### config.mk
export PLATFORM = sky130hd
export DESIGN_NAME = mxbus_regram
export DESIGN_NICKNAME = d
export VERILOG_FILES = /design/src/rtl/mxbus_pkg.sv /design/src/rtl/mxbus_sync.sv /design/src/rtl/mxbus_phase.sv /design/src/rtl/mxbus_store.sv /design/src/rtl/mxbus_regram.sv
export SDC_FILE = /design/constraint.sdc
export NUM_CORES = 2
export LEC_CHECK = 0
export BUFFER_PORTS_ARGS = -buffer_cell sky130_fd_sc_hd__buf_2
export CAP_MARGIN = 20
export CORE_UTILIZATION = 40
export CTS_BUF_LIST = sky130_fd_sc_hd__clkbuf_2 sky130_fd_sc_hd__clkbuf_4 sky130_fd_sc_hd__clkbuf_8
export CTS_CLUSTER_SIZE = 10
export DETAILED_ROUTE_END_ITERATION = 16
export PLACE_DENSITY = 0.59
export SYNTH_ARGS = -nofsm -noshare
export SYNTH_HDL_FRONTEND = slang
export SYNTH_SLANG_ARGS = --single-unit
### constraint.sdc
create_clock -name clk -period 2.7 [get_ports clk]
set_clock_uncertainty 0.05 [all_clocks]
set_input_delay 0.54 -clock clk [delete_from_list [all_inputs] [get_ports clk]]
set_output_delay 0.54 -clock clk [all_outputs]
set_load 0.03 [all_outputs]
### src/rtl/mxbus_pkg.sv
package mxbus_pkg;

   // Location map of the 128-byte space
   localparam int CLK_RW_LAST = 11;   // last writable clock byte in the low block
   localparam int STS_LO      = 12;   // read-only status byte
   localparam int STS_HI      = 13;   // read-only status byte
   localparam int CLK_LAST    = 13;   // last clock/control location
   localparam int CENTURY     = 50;   // century byte

   // Control lines of the bus, sampled together with the data lines
   typedef struct packed {
      logic cs_n;
      logic as;
      logic ds;
      logic rw;
      logic clr_n;
   } ctl_t;

   localparam ctl_t CTL_IDLE = '{cs_n: 1'b1, as: 1'b0, ds: 1'b0, rw: 1'b1, clr_n: 1'b1};

   function automatic logic is_gp(input int a);
      return (a > CLK_LAST) && (a != CENTURY);
   endfunction

   function automatic logic is_clk_rw(input int a);
      return (a <= CLK_RW_LAST) || (a == CENTURY);
   endfunction

   function automatic logic is_sts(input int a);
      return (a == STS_LO) || (a == STS_HI);
   endfunction

endpackage

### src/rtl/mxbus_sync.sv
module mxbus_sync #(
   parameter int            W       = 1,
   parameter int            STAGES  = 2,
   parameter logic [W-1:0]  RST_VAL = '0
)(
   input  logic         clk,
   input  logic         rst_n,
   input  logic [W-1:0] d,
   output logic [W-1:0] q
);

   logic [STAGES-1:0][W-1:0] stg;

   always_ff @(posedge clk or negedge rst_n) begin
      if (!rst_n) begin
         stg <= {STAGES{RST_VAL}};
      end else begin
         stg[0] <= d;
         for (int i = 1; i < STAGES; i++) begin
            stg[i] <= stg[i-1];
         end
      end
   end

   assign q = stg[STAGES-1];

endmodule

### src/rtl/mxbus_phase.sv
module mxbus_phase
   import mxbus_pkg::*;
#(
   parameter int AW = 7,
   parameter int DW = 8
)(
   input  logic          clk,
   input  logic          rst_n,
   input  logic          moto,
   input  ctl_t          cur_ctl,
   input  logic [DW-1:0] cur_ad,
   output logic [AW-1:0] addr_q,
   output logic          addr_cap,
   output logic          rd_act,
   output logic          commit,
   output logic [DW-1:0] wr_data,
   output logic          clr_act,
   output logic          cs_act
);

   ctl_t          prev_ctl;
   logic [DW-1:0] prev_ad;
   logic          wr_cur;
   logic          wr_prev;

   function automatic logic wr_phase(input ctl_t c, input logic m);
      return !c.cs_n && !c.rw && (m ? c.ds : 1'b1);
   endfunction

   function automatic logic rd_phase(input ctl_t c, input logic m);
      return !c.cs_n && c.rw && (m ? c.ds : !c.ds);
   endfunction

   always_ff @(posedge clk or negedge rst_n) begin
      if (!rst_n) begin
         prev_ctl <= CTL_IDLE;
         prev_ad  <= '0;
         addr_q   <= '0;
      end else begin
         prev_ctl <= cur_ctl;
         prev_ad  <= cur_ad;
         if (addr_cap) begin
            addr_q <= prev_ad[AW-1:0];
         end
      end
   end

   // Address taken from the last sample with the strobe still high
   assign addr_cap = prev_ctl.as && !cur_ctl.as && !prev_ctl.cs_n;

   assign wr_cur  = wr_phase(cur_ctl, moto);
   assign wr_prev = wr_phase(prev_ctl, moto);

   // Trailing edge of a write phase commits the byte held just before it
   assign commit  = wr_prev && !wr_cur;
   assign wr_data = prev_ad;

   assign rd_act  = rd_phase(cur_ctl, moto) && !wr_cur;
   assign clr_act = !cur_ctl.clr_n;
   assign cs_act  = !cur_ctl.cs_n;

endmodule

### src/rtl/mxbus_store.sv
module mxbus_store
   import mxbus_pkg::*;
#(
   parameter int AW     = 7,
   parameter int DW     = 8,
   parameter int EXT_EN = 1
)(
   input  logic          clk,
   input  logic          rst_n,
   input  logic [AW-1:0] addr,
   input  logic          commit,
   input  logic [DW-1:0] wr_data,
   input  logic          clr_act,
   input  logic [DW-1:0] sts_lo,
   input  logic [DW-1:0] sts_hi,
   output logic [DW-1:0] rd_data,
   output logic          wr_stb,
   output logic [AW-1:0] wr_stb_addr,
   output logic [DW-1:0] wr_stb_data
);

   localparam int DEPTH = 1 << AW;
   localparam int HALF  = DEPTH / 2;

   logic [DEPTH*DW-1:0] img;

   for (genvar i = 0; i < DEPTH; i++) begin : g_loc
      if (i == STS_LO) begin : g_sts_lo
         assign img[i*DW +: DW] = sts_lo;
      end else if (i == STS_HI) begin : g_sts_hi
         assign img[i*DW +: DW] = sts_hi;
      end else if ((i >= HALF) && (EXT_EN == 0)) begin : g_absent
         assign img[i*DW +: DW] = '1;
      end else begin : g_cell
         logic [DW-1:0] q;
         always_ff @(posedge clk or negedge rst_n) begin
            if (!rst_n) begin
               q <= '0;
            end else if (clr_act && is_gp(i)) begin
               q <= '1;
            end else if (commit && (addr == AW'(i))) begin
               q <= wr_data;
            end
         end
         assign img[i*DW +: DW] = q;
      end
   end

   assign rd_data = img[int'(addr)*DW +: DW];

   always_ff @(posedge clk or negedge rst_n) begin
      if (!rst_n) begin
         wr_stb      <= 1'b0;
         wr_stb_addr <= '0;
         wr_stb_data <= '0;
      end else begin
         wr_stb <= commit && is_clk_rw(int'(addr));
         if (commit) begin
            wr_stb_addr <= addr;
            wr_stb_data <= wr_data;
         end
      end
   end

endmodule

### src/rtl/mxbus_regram.sv
module mxbus_regram
   import mxbus_pkg::*;
#(
   parameter int AW          = 7,
   parameter int DW          = 8,
   parameter int SYNC_STAGES = 2,
   parameter int EXT_EN      = 1
)(
   input  logic          clk,
   input  logic          rst_n,
   input  logic          bus_moto,
   input  logic          bus_cs_n,
   input  logic          bus_as,
   input  logic          bus_ds,
   input  logic          bus_rw,
   input  logic [DW-1:0] ad_in,
   output logic [DW-1:0] ad_out,
   output logic          ad_oe,
   input  logic          ram_clr_n,
   input  logic [DW-1:0] sts_lo_in,
   input  logic [DW-1:0] sts_hi_in,
   output logic          reg_wr_stb,
   output logic [AW-1:0] reg_wr_addr,
   output logic [DW-1:0] reg_wr_data
);

   localparam int CW = $bits(ctl_t);
   localparam int SW = CW + DW;

   if (AW < 6) begin : g_bad_aw
      $error("mxbus_regram: AW must reach the century location");
   end
   if (DW < AW) begin : g_bad_dw
      $error("mxbus_regram: the address must fit on the data bus");
   end
   if (SYNC_STAGES < 1) begin : g_bad_sync
      $error("mxbus_regram: at least one sampling stage is needed");
   end

   ctl_t          raw_ctl;
   ctl_t          cur_ctl;
   logic [DW-1:0] cur_ad;
   logic [SW-1:0] smp;

   logic [AW-1:0] addr_q;
   logic          addr_cap;
   logic          rd_act;
   logic          commit;
   logic [DW-1:0] wr_data;
   logic          clr_act;
   logic          cs_act;
   logic [DW-1:0] rd_data;

   assign raw_ctl = '{cs_n: bus_cs_n, as: bus_as, ds: bus_ds, rw: bus_rw, clr_n: ram_clr_n};

   mxbus_sync #(
      .W       (SW),
      .STAGES  (SYNC_STAGES),
      .RST_VAL ({CTL_IDLE, {DW{1'b0}}})
   ) u_sync (
      .clk   (clk),
      .rst_n (rst_n),
      .d     ({raw_ctl, ad_in}),
      .q     (smp)
   );

   assign cur_ctl = smp[SW-1:DW];
   assign cur_ad  = smp[DW-1:0];

   mxbus_phase #(
      .AW (AW),
      .DW (DW)
   ) u_phase (
      .clk      (clk),
      .rst_n    (rst_n),
      .moto     (bus_moto),
      .cur_ctl  (cur_ctl),
      .cur_ad   (cur_ad),
      .addr_q   (addr_q),
      .addr_cap (addr_cap),
      .rd_act   (rd_act),
      .commit   (commit),
      .wr_data  (wr_data),
      .clr_act  (clr_act),
      .cs_act   (cs_act)
   );

   mxbus_store #(
      .AW     (AW),
      .DW     (DW),
      .EXT_EN (EXT_EN)
   ) u_store (
      .clk         (clk),
      .rst_n       (rst_n),
      .addr        (addr_q),
      .commit      (commit),
      .wr_data     (wr_data),
      .clr_act     (clr_act),
      .sts_lo      (sts_lo_in),
      .sts_hi      (sts_hi_in),
      .rd_data     (rd_data),
      .wr_stb      (reg_wr_stb),
      .wr_stb_addr (reg_wr_addr),
      .wr_stb_data (reg_wr_data)
   );

   assign ad_oe  = rd_act;
   assign ad_out = rd_act ? rd_data : '0;

endmodule

==> results_dict.tcl <==
set metrics [dict create \
    ys_seq_area_frac 0.515 \
    setup_viol 915 \
    dieArea_um2 131000 \
    clock_path_buffers 3 \
    layout_common_cells "1048 x dfrtp_1, 920 x nand3_1, 761 x nand2_1, 324 x buf_4, 302 x o21ai_0" \
    pwr-share-comb 0.195 \
    yosysUniqueCellTypes 62 \
    ys_seq_elements 1069 \
    ant_nets 0 \
    period_share 1.64 \
    synth_area_leader_cell "dfrtp_1" \
    violations "negative setup slack" \
    layout.nets 5604 \
    r2r_slack_ps -370 \
    routedWlPerCell_um 26.8 \
    syn_inst 5154 \
    critical_path_class "reg2out" \
    end_kind "primary output" \
    core_area_um2 128000 \
    place_congestion 0.906 \
    drive_above_1_share 0.416 \
    leakage_nw 25.3 \
    synth_nets 5187 \
    power.internal_mw 28.1 \
    dr.first_iter.drc_count 6021 \
    synth_edf_count 0 \
    area_growth_pct 35.2 \
    cts_sinks 1069 \
    gr-total-overflow 0 \
    cts_made_buffers 180 \
    status "complete, but fails checks" \
    p_sw_frac 0.305 \
    grt_pass1_wl_um 296000 \
    synth_async_sr_flop_share 1.00 \
    crit_fanout 7 \
    drc 0 \
    syn_area_um2 51900 \
    hold_path.class "in2async" \
    port-buffer-count 56 \
    fin_crit_ps 4420 \
    cts-root-buf "clkbuf_8" \
    synthFlopType "dfrtp_1" \
    io_pins 57 \
    routed_wl_um 200000 \
    drv_cap 0 \
    p_switching_mw 12.4 \
    clk_latency_ps 930 \
    num_rows 131 \
    cts_max_level 4 \
    grt_use_total 0.298 \
    cp.required_ps 2110 \
    relSlewSlack 0.300 \
    worstPathArrival_ps 3830 \
    die_w_um 362 \
    num_vias 46039 \
    fmax_ghz 0.226 \
    hpwl_um 114000 \
    instances_no_fill 7451 \
    fp.dieH_um 362 \
    tightest_slew_ps 1050 \
    dp_slack_ps -1090 \
    dr.pass1.iters 8 \
    hold_viol 0 \
    placed_cells 6926 \
    first_global_vias 44696 \
    avgViaCountPerCell 6.18 \
    path_clk_slew_ps 70 \
    netlist.area_leader.share 0.511 \
    start_util 0.405 \
    rsz0062_at_grt "yes" \
    maxSlewViolCount 0 \
    powerDensity_nw_per_um2 576 \
    p_clk_frac 0.390 \
    yosys_warnings 0 \
    netlist_top_cells_area "dfrtp_1 51%, nand3_1 11%, mux4_2 11%" \
    syn_avg_cell_area_um2 10.1 \
    cts_tree "yes" \
    antenna_found_initial 8 \
    critPathLaunchType "register" \
    setup_slack_ps -1720 \
    seq_power_share 0.415 \
    grt_max_degree 145 \
    vdd_drop_max_mv 0.534 \
    final_common_cell "dfrtp_1" \
]
==> state kept, by name (all words and copies together), names as in the netlist <==
name	cells
u_sync.q	13
u_store.wr_stb_data	8
u_phase.wr_data	8
u_phase.addr_q	7
u_store.g_loc.g_cell.q	1008
u_store.wr_stb	1
u_store.wr_stb_addr	7
u_sync.stg	13
u_phase.prev_ctl	4
==> per-layer routing <==
layer  global-route usage  part of all wire
met4                0.158             0.056
met2                0.439              0.45
met5                    0           0.00016
met1                0.406              0.39
met3               0.0705              0.10
==> critical path: stages, from the launching register on <==
cell and delay [ps]:
dfrtp_4 500, buf_8 160, buf_12 140, bufbuf_16 270, mux4_2 480, mux4_2 570
a311oi_4 370, buf_4 210, nor3_4 50, buf_6 150
==> synth_stat cells (all sizes together), types with 6 or more instances <==
| cell type | n |
|---|---|
| mux2i | 62 |
| clkbuf | 402 |
| nand3 | 1188 |
| a22o | 9 |
| nand2 | 1031 |
| or3 | 6 |
| or2 | 8 |
| a21oi | 9 |
| nor3 | 16 |
| o22ai | 14 |
| o21ai | 622 |
| nand2b | 8 |
| a2111oi | 8 |
| mux4 | 262 |
| nor2b | 7 |
| nor2 | 97 |
| and2 | 6 |
| a32o | 7 |
| a211oi | 8 |
| dfstp | 8 |
| and3 | 6 |
| a221oi | 9 |
| dfrtp | 1061 |
| mux2 | 125 |
| buf | 126 |
==> power by group through the flow <==
| stage | clock [mW] | combinational [mW] | sequential, mW |
|---|---|---|---|
| after detailed placement | 0 | 6.55 | 17.0 |
| after global placement | 0 | 6.53 | 17.0 |
| after CTS | 15.9 | 7.45 | 16.8 |
| after floorplan | 0 | 3.63 | 16.9 |
| final | 15.8 | 7.90 | 16.8 |
| after global routing | 16.6 | 8.16 | 16.8 |
==> final cells by class <==
class	instances	area (um2)
Fill cell	10631	58000
Multi-Input combinational cell	3552	27600
Sequential cell	1069	26800
Timing Repair Buffer	763	9660
Clock buffer	285	3600
Tap cell	1729	2160
Clock inverter	45	322
Inverter	5	25.0
Antenna cell	3	7.51
==> what timing repair did <==
| item | in CTS | in global routing |
|---|---|---|
| cloned | 49 | 8 |
| endpoints found under the setup margin | 933 | 890 |
| hold buffers | 14 | 0 |
| setup buffers | 94 | 51 |
| endpoints found under the hold margin | 277 | 0 |
| pin swaps | 435 | 305 |
| resized for setup | 1080 | 645 |
==> worst paths after layout <==
| path | start | to | cells past startpoint |
|---|---|---|---|
| worst max register to register | u_sync.q[10]$_DFF_PN0_ | u_store.g_loc[74].g_cell.q[7]$_DFFE_PN0P_ | 12 |
| worst min register to register | u_sync.q[6]$_DFF_PN0_ | u_phase.wr_data[6]$_DFF_PN0_ | 0 |
| max in group asynchronous | rst_n | u_store.g_loc[123].g_cell.q[1]$_DFFE_PN0P_ | 3 |
| worst min-delay path | rst_n | u_store.g_loc[17].g_cell.q[7]$_DFFE_PN0P_ | 2 |
| worst max-delay path | u_phase.addr_q[0]$_DFFE_PN0P_ | ad_out[3] | 9 |
| min in group clk | bus_ds | u_sync.stg[10]$_DFF_PN0_ | 2 |
==> per-stage QoR <==
stage	hold slack [ps]	util	setup TNS (ps)	total power, mW	area (um2)
floorplan	194	-	-590	20.5	52300
global placement	283	0.451	-351000	23.6	57800
detailed placement	285	0.451	-368090	23.6	57800
CTS	84.3	0.524	-37720	40.1	67200
global route	127	0.548	-203880	41.6	70200
finish	138	0.548	-157360	40.5	70200
==> cell families (layout without fill, tap and decap cells) <==
family	Yosys count	after routing	share of synthesized area
and+or+nand+nor	2385	2385	0.213
DFF	1069	1069	0.515
AOI/OAI and AO/OA	717	717	0.0744
buffers and inverters	533	1098	0.0443
muxes	449	449	0.153
adders and majority gates	1	1	0.000241
other	0	3	0
Note: power is estimated with default switching activity, not from simulation.
